==> config.mk <==
export PLATFORM = sky130hd
export DESIGN_NAME = par24_io
export DESIGN_NICKNAME = d
export VERILOG_FILES = /design/src/rtl/par24_pkg.sv /design/src/rtl/par24_decode.sv /design/src/rtl/par24_group.sv /design/src/rtl/par24_lane.sv /design/src/rtl/par24_io.sv
export SDC_FILE = /design/constraint.sdc
export NUM_CORES = 1
export LEC_CHECK = 0
export ABC_AREA = 1
export CORE_AREA = 2 2 88 90
export CTS_CLUSTER_DIAMETER = 80
export DETAILED_ROUTE_END_ITERATION = 7
export DIE_AREA = 0 0 90 92
export HOLD_SLACK_MARGIN = 0.06
export PLACE_DENSITY = 0.78
export RECOVER_POWER = 25
export SLEW_MARGIN = 20
export SYNTH_ARGS = -nofsm -noshare
export SYNTH_HDL_FRONTEND = slang
export SYNTH_SLANG_ARGS = --single-unit
==> constraint.sdc <==
create_clock -name clk -period 1.6 [get_ports clk]
set_input_delay 0.32 -clock clk [delete_from_list [all_inputs] [get_ports clk]]
set_output_delay 0.32 -clock clk [all_outputs]
set_load 0.01 [all_outputs]
==> src/rtl/par24_pkg.sv <==
package par24_pkg;
  localparam int ADDR_W = 2;

  typedef enum logic [ADDR_W-1:0] {
    SEL_A    = 2'd0,
    SEL_B    = 2'd1,
    SEL_C    = 2'd2,
    SEL_CTRL = 2'd3
  } reg_sel_e;

  localparam int DIR_A_BIT  = 0;
  localparam int DIR_B_BIT  = 1;
  localparam int DIR_CH_BIT = 2;
  localparam int DIR_CL_BIT = 3;

  typedef struct packed {
    logic wr_a;
    logic wr_b;
    logic wr_c;
    logic wr_ctrl;
    logic rd;
  } bus_cmd_t;
endpackage

==> src/rtl/par24_decode.sv <==
module par24_decode
  import par24_pkg::*;
(
  input  logic              sel,
  input  logic              wr,
  input  logic              rd,
  input  logic [ADDR_W-1:0] addr,
  output bus_cmd_t          cmd,
  output reg_sel_e          rd_sel
);
  logic wr_hit;

  always_comb begin
    // a write wins when both strobes are high
    wr_hit      = sel && wr;
    cmd.wr_a    = wr_hit && (addr == SEL_A);
    cmd.wr_b    = wr_hit && (addr == SEL_B);
    cmd.wr_c    = wr_hit && (addr == SEL_C);
    cmd.wr_ctrl = wr_hit && (addr == SEL_CTRL);
    cmd.rd      = sel && rd && !wr;
    rd_sel      = reg_sel_e'(addr);
  end
endmodule

==> src/rtl/par24_group.sv <==
module par24_group #(
  parameter int DW       = 8,
  parameter int FULL_BIT = 0,
  parameter int HALF_BIT = 2
) (
  input  logic          clk,
  input  logic          rst,
  input  logic          ctrl_wr,
  input  logic [DW-1:0] ctrl_word,
  output logic          dir_full,
  output logic          dir_half,
  output logic          clr
);
  logic full_q, half_q;

  always_ff @(posedge clk) begin
    if (rst) begin
      full_q <= 1'b1;
      half_q <= 1'b1;
    end else if (ctrl_wr) begin
      full_q <= ctrl_word[FULL_BIT];
      half_q <= ctrl_word[HALF_BIT];
    end
  end

  assign dir_full = full_q;
  assign dir_half = half_q;
  assign clr      = ctrl_wr;
endmodule

==> src/rtl/par24_lane.sv <==
module par24_lane #(
  parameter int W = 8
) (
  input  logic         clk,
  input  logic         rst,
  input  logic         ld,
  input  logic         clr,
  input  logic [W-1:0] ld_val,
  input  logic         dir_in,
  input  logic [W-1:0] pin_i,
  output logic [W-1:0] pin_o,
  output logic [W-1:0] pin_oe,
  output logic [W-1:0] rd_val
);
  logic [W-1:0] latch_q, sync1_q, sync2_q;

  always_ff @(posedge clk) begin
    if (rst) begin
      latch_q <= '0;
    end else if (clr) begin
      latch_q <= '0;
    end else if (ld) begin
      latch_q <= ld_val;
    end
  end

  always_ff @(posedge clk) begin
    if (rst) begin
      sync1_q <= '0;
      sync2_q <= '0;
    end else begin
      sync1_q <= pin_i;
      sync2_q <= sync1_q;
    end
  end

  assign pin_o  = latch_q;
  assign pin_oe = {W{~dir_in}};
  assign rd_val = dir_in ? sync2_q : latch_q;
endmodule

==> src/rtl/par24_io.sv <==
module par24_io
  import par24_pkg::*;
#(
  parameter int PORT_W = 8
) (
  input  logic              clk,
  input  logic              rst,
  input  logic              bus_sel,
  input  logic              bus_wr,
  input  logic              bus_rd,
  input  logic [1:0]        bus_addr,
  input  logic [PORT_W-1:0] bus_wdata,
  output logic [PORT_W-1:0] bus_rdata,
  input  logic [PORT_W-1:0] pa_in,
  output logic [PORT_W-1:0] pa_out,
  output logic [PORT_W-1:0] pa_oe,
  input  logic [PORT_W-1:0] pb_in,
  output logic [PORT_W-1:0] pb_out,
  output logic [PORT_W-1:0] pb_oe,
  input  logic [PORT_W-1:0] pc_in,
  output logic [PORT_W-1:0] pc_out,
  output logic [PORT_W-1:0] pc_oe
);
  localparam int HALF_W = PORT_W / 2;
  localparam int NGRP   = 2;

  bus_cmd_t cmd;
  reg_sel_e rd_sel;

  par24_decode u_dec (
    .sel(bus_sel), .wr(bus_wr), .rd(bus_rd), .addr(bus_addr),
    .cmd(cmd), .rd_sel(rd_sel)
  );

  logic [NGRP-1:0] dir_full, dir_half, grp_clr, full_ld;
  logic [NGRP-1:0][PORT_W-1:0] full_in, full_out, full_oe, full_rd;
  logic [NGRP-1:0][HALF_W-1:0] half_in, half_out, half_oe, half_rd, half_val;

  assign full_ld    = {cmd.wr_b, cmd.wr_a};
  assign full_in[0] = pa_in;
  assign full_in[1] = pb_in;

  // group 0: port A + upper nibble of C; group 1: port B + lower nibble of C
  for (genvar g = 0; g < NGRP; g++) begin : g_grp
    localparam int FB   = (g == 0) ? DIR_A_BIT  : DIR_B_BIT;
    localparam int HB   = (g == 0) ? DIR_CH_BIT : DIR_CL_BIT;
    localparam int BASE = (NGRP - 1 - g) * HALF_W;

    par24_group #(.DW(PORT_W), .FULL_BIT(FB), .HALF_BIT(HB)) u_grp (
      .clk(clk), .rst(rst), .ctrl_wr(cmd.wr_ctrl), .ctrl_word(bus_wdata),
      .dir_full(dir_full[g]), .dir_half(dir_half[g]), .clr(grp_clr[g])
    );

    par24_lane #(.W(PORT_W)) u_full (
      .clk(clk), .rst(rst), .ld(full_ld[g]), .clr(grp_clr[g]),
      .ld_val(bus_wdata), .dir_in(dir_full[g]), .pin_i(full_in[g]),
      .pin_o(full_out[g]), .pin_oe(full_oe[g]), .rd_val(full_rd[g])
    );

    assign half_in[g]  = pc_in[BASE +: HALF_W];
    assign half_val[g] = bus_wdata[BASE +: HALF_W];

    par24_lane #(.W(HALF_W)) u_half (
      .clk(clk), .rst(rst), .ld(cmd.wr_c), .clr(grp_clr[g]),
      .ld_val(half_val[g]), .dir_in(dir_half[g]), .pin_i(half_in[g]),
      .pin_o(half_out[g]), .pin_oe(half_oe[g]), .rd_val(half_rd[g])
    );
  end

  assign pa_out = full_out[0];
  assign pa_oe  = full_oe[0];
  assign pb_out = full_out[1];
  assign pb_oe  = full_oe[1];
  assign pc_out = {half_out[0], half_out[1]};
  assign pc_oe  = {half_oe[0], half_oe[1]};

  logic [PORT_W-1:0] ctrl_view;
  always_comb begin
    ctrl_view             = '0;
    ctrl_view[DIR_A_BIT]  = dir_full[0];
    ctrl_view[DIR_B_BIT]  = dir_full[1];
    ctrl_view[DIR_CH_BIT] = dir_half[0];
    ctrl_view[DIR_CL_BIT] = dir_half[1];
  end

  logic [PORT_W-1:0] rdata_q;
  always_ff @(posedge clk) begin
    if (rst) begin
      rdata_q <= '0;
    end else if (cmd.rd) begin
      case (rd_sel)
        SEL_A:   rdata_q <= full_rd[0];
        SEL_B:   rdata_q <= full_rd[1];
        SEL_C:   rdata_q <= {half_rd[0], half_rd[1]};
        default: rdata_q <= ctrl_view;
      endcase
    end
  end

  assign bus_rdata = rdata_q;
endmodule

==> metrics.md <==
| Metric | Value |
|---|---|
| I/O Pins | 95 |
| Sw Share | 0.236 |
| Tot GR Track Use | 0.206 |
| DRC viols | 0 |
| Cells after synthesis | about 440 |
| Via Count | 2,959 |
| First-pass GRT wire length | 13,400 µm |
| Worst setup margin | 0.0460 ns |
| Area grow syn2layout | 34.7% |
| Fillers | roughly 690 |
| Gpl congestion | slightly above 0.9 |
| CTS tree | yes |
| Full die area | slightly above 8000 µm² |
| Nets | ~580 |
| Cell area after synthesis | between 3000 and 4000 µm² |
| Initial antenna violation count | 0 |
| Ant. Diodes | 0 |
| DP HPWL | 6040 µm |
| H-tree depth | 3 |
| Clock Pin Slew Worst Setup and Hold Paths | 0.08 ns |
| Crit end category | output port |
| Max-cap violations | 0 |
| P_sw | 971 µW |
| Reg-to-reg slack, setup | about 0.26 ns |
| Synth warn | 0 |
| Site Rows | 32 |
| Worst setup startpoint | g_grp[0].u_full.pin_o[2]$_SDFFE_PP0P_ |
| Post-CTS Setup Inserts | 0 |
| TritonRoute pass-1 iters | 4 |
| Vias in the first global route | 2,855 |
| CP Buf/Inv Count | 1 |
| Placement Setup Slack | -0.250 ns |
| CP max stage cell | clkdlybuf4s50_1 |
| Family with the most delay on the worst path | buffers and inverters |
| Status | finished, final reports clean |
| Fmax achieved | approximately 0.64 GHz |
| Critical path, cell by cell | clkdlybuf4s50_1 |
| Setup_tns | 0 ns |
| Die width | approximately 90 µm |
| Internal power | 3.14 mW |
| Total grt overflow | 0 |
| Combinational share of power | 0.119 |
| Sequential share of the synthesized area | 0.491 |
| Commonest non-fill, non-tap cell in the layout | inv_1 |
| Routed wire per std cell | 12.5 µm |
| LEAKAGE | 2.47 nW |
| Count of different cell masters after synthesis | 21 |
| Critical path required time | 1.28 ns |
| Clk_skew | 0.00407 ns |
| Pwr dens | 889 nW/µm² |
| Worst EP arrival | 1.23 ns |
| Final setup fails | 0 |
| CP endpoint | pa_out[2] |
| Post-DR vias/cell | 4.61 |
| Mean Syn Cell Area | slightly below 8 µm² |
| Final worst path period share | 0.971 |
| Sink Count | 84 |
| Final min period | 1.55 ns |
| Cell depth of the worst setup path | 1 |
| Clock latency on the worst-skew pair | 0.34 ns |
| Max incr delay on CP | 0.54 ns |
| Clock Power Share | 0.345 |
| Worst Tran Pin Value | 1.17 ns |
| Area after DPL | 4430 µm² |
| VDD IR max | around 0.48 mV |
| Root Driver | clkbuf_8 |
| Fin area | 4620 µm² |
| DR iter-0 viols | 134 |
| # port buffers | 94 |
| Core footprint | about 7400 µm² |
| Hold Fails Final Rpt | 0 |
| Placed cells | 627 |
| Most frequent cells in the layout | inv_1 (88), dfxtp_1 (83), nor2_1 (74), nand2_1 (72), clkdlybuf4s50_1 (47) |
| Startpoint types | flop |
| Max Fanout on Critical Path | 2 |
| Crit Reg-Reg Startpoint | g_grp[1].u_grp.dir_full$_SDFFE_PP1P_ |
| Share of post-route cells with drive strength above 1 | 0.124 |
| HP Class | flop to flop |
| RSZ-0062 raised after global routing | false |
| FF+latch count, synth | 84 |
| Setup CP Type | flop to output port |
| Die height | between 90 and 100 µm |
| Routed WL | 8050 µm |
| Worst r2r dst | bus_rdata[1]$_SDFFE_PP0P_ |
| Final cell count without fillers | 642 |
| Initial Utilization | 0.460 |
| Antenna viol nets, final | 0 |
| TritonCTS Buffers | 9 |
| Worst hold margin | 0.402 ns |
| Max-slew violation count | 0 |
| Max Root-Sink Buffers | 2 |
| Largest net degree at the start of global routing | 31 |
| Reg2reg path depth | 7 |
| Syn_nets | 482 |
| Max-slew headroom | 0.217 |
| Part of the power in registers | 0.537 |
## layer usage
| layer | share of wire | track usage | vias up |
|---|---|---|---|
| li1 | - | - | 1497 |
| met1 | 0.42 | 0.241 | 1333 |
| met2 | 0.48 | 0.347 | 115 |
| met3 | 0.082 | 0.0624 | 14 |
| met4 | 0.022 | 0.100 | 0 |
| met5 | 0 | 0 | - |
## stage by stage
| step | power [mW] | utilization |
|---|---|---|
| 2_1_floorplan | 2.51 | - |
| 3_3_place_gp | 2.75 | 0.595 |
| 3_5_place_dp | 2.76 | 0.595 |
| 4_1_cts | 4.15 | 0.615 |
| 5_1_grt | 4.29 | 0.620 |
| 6_report | 4.11 | 0.620 |
## synth_stat cells, drive strengths merged
| master | count | area, µm² |
|---|---|---|
| inv | 93 | 349 |
| dfxtp | 84 | 1680 |
| nor2 | 78 | 313 |
| nand2 | 75 | 294 |
| buf | 27 | 223 |
| a211oi | 21 | 243 |
| a21oi | 19 | 95.1 |
| nand3 | 18 | 90.1 |
| o21ai | 14 | 70.1 |
| clkbuf | 9 | 33.8 |
| o211ai | 4 | 30.0 |
| or2 | 1 | 6.26 |
## power groups by stage
| stage | clock network [mW] | registers, mW | logic (mW) |
|---|---|---|---|
| floorplan | 0 | 2.26 | 0.250 |
| global placement | 0 | 2.25 | 0.498 |
| detailed placement | 0 | 2.25 | 0.509 |
| CTS | 1.45 | 2.21 | 0.495 |
| global route | 1.54 | 2.21 | 0.543 |
| finish | 1.42 | 2.20 | 0.488 |
## worst min path at each step
stage,slack [ns],to,cells after the start,from
6_report,0.40,g_grp[1].u_full.sync2_q[4]$_SDFF_PP0_,2,g_grp[1].u_full.sync1_q[4]$_SDFF_PP0_
5_1_grt,0.41,g_grp[1].u_full.sync2_q[0]$_SDFF_PP0_,2,g_grp[1].u_full.sync1_q[0]$_SDFF_PP0_
4_1_cts,0.40,g_grp[1].u_full.sync2_q[0]$_SDFF_PP0_,2,g_grp[1].u_full.sync1_q[0]$_SDFF_PP0_
3_5_place_dp,0.39,g_grp[1].u_full.sync2_q[4]$_SDFF_PP0_,2,g_grp[1].u_full.sync1_q[4]$_SDFF_PP0_
3_3_place_gp,0.39,g_grp[0].u_half.sync2_q[3]$_SDFF_PP0_,2,g_grp[0].u_half.sync1_q[3]$_SDFF_PP0_
2_1_floorplan,0.39,g_grp[0].u_full.sync2_q[0]$_SDFF_PP0_,2,g_grp[0].u_full.sync1_q[0]$_SDFF_PP0_
## registers in the layout, indices dropped and copies added (netlist names)
name,cells
g_grp.u_half.sync1_q,8
g_grp.u_full.pin_o,16
g_grp.u_half.pin_o,8
g_grp.u_half.sync2_q,8
g_grp.u_full.sync2_q,16
bus_rdata,8
g_grp.u_full.sync1_q,16
g_grp.u_grp.dir_half,2
g_grp.u_grp.dir_full,2
## logic make-up (layout without fill, tap and decap cells)
family	count (synthesis)	count (layout)	share of synthesized area
and+or+nand+nor	172	172	0.205
AOI/OAI and AO/OA	58	58	0.128
DFF	84	84	0.491
buffers and inverters	129	226	0.177
## cell type report
| class | instances | area (µm²) | area share |
|---|---|---|---|
| Clock buffer | 14 | 183 | 0.0395 |
| Clock inverter | 1 | 5.00 | 0.00108 |
| Inverter | 93 | 349 | 0.0756 |
| Multi-Input combinational cell | 230 | 1140 | 0.247 |
| Sequential cell | 84 | 1680 | 0.364 |
| Tap cell | 102 | 128 | 0.0276 |
| Timing Repair Buffer | 118 | 1130 | 0.245 |
## timing repair
action                     4_1_cts  5_1_grt
resized for setup               32       19
hold buffers                     0        0
setup endpoints to repair       29       25
No activity file was read; power rests on OpenSTA's default activity.
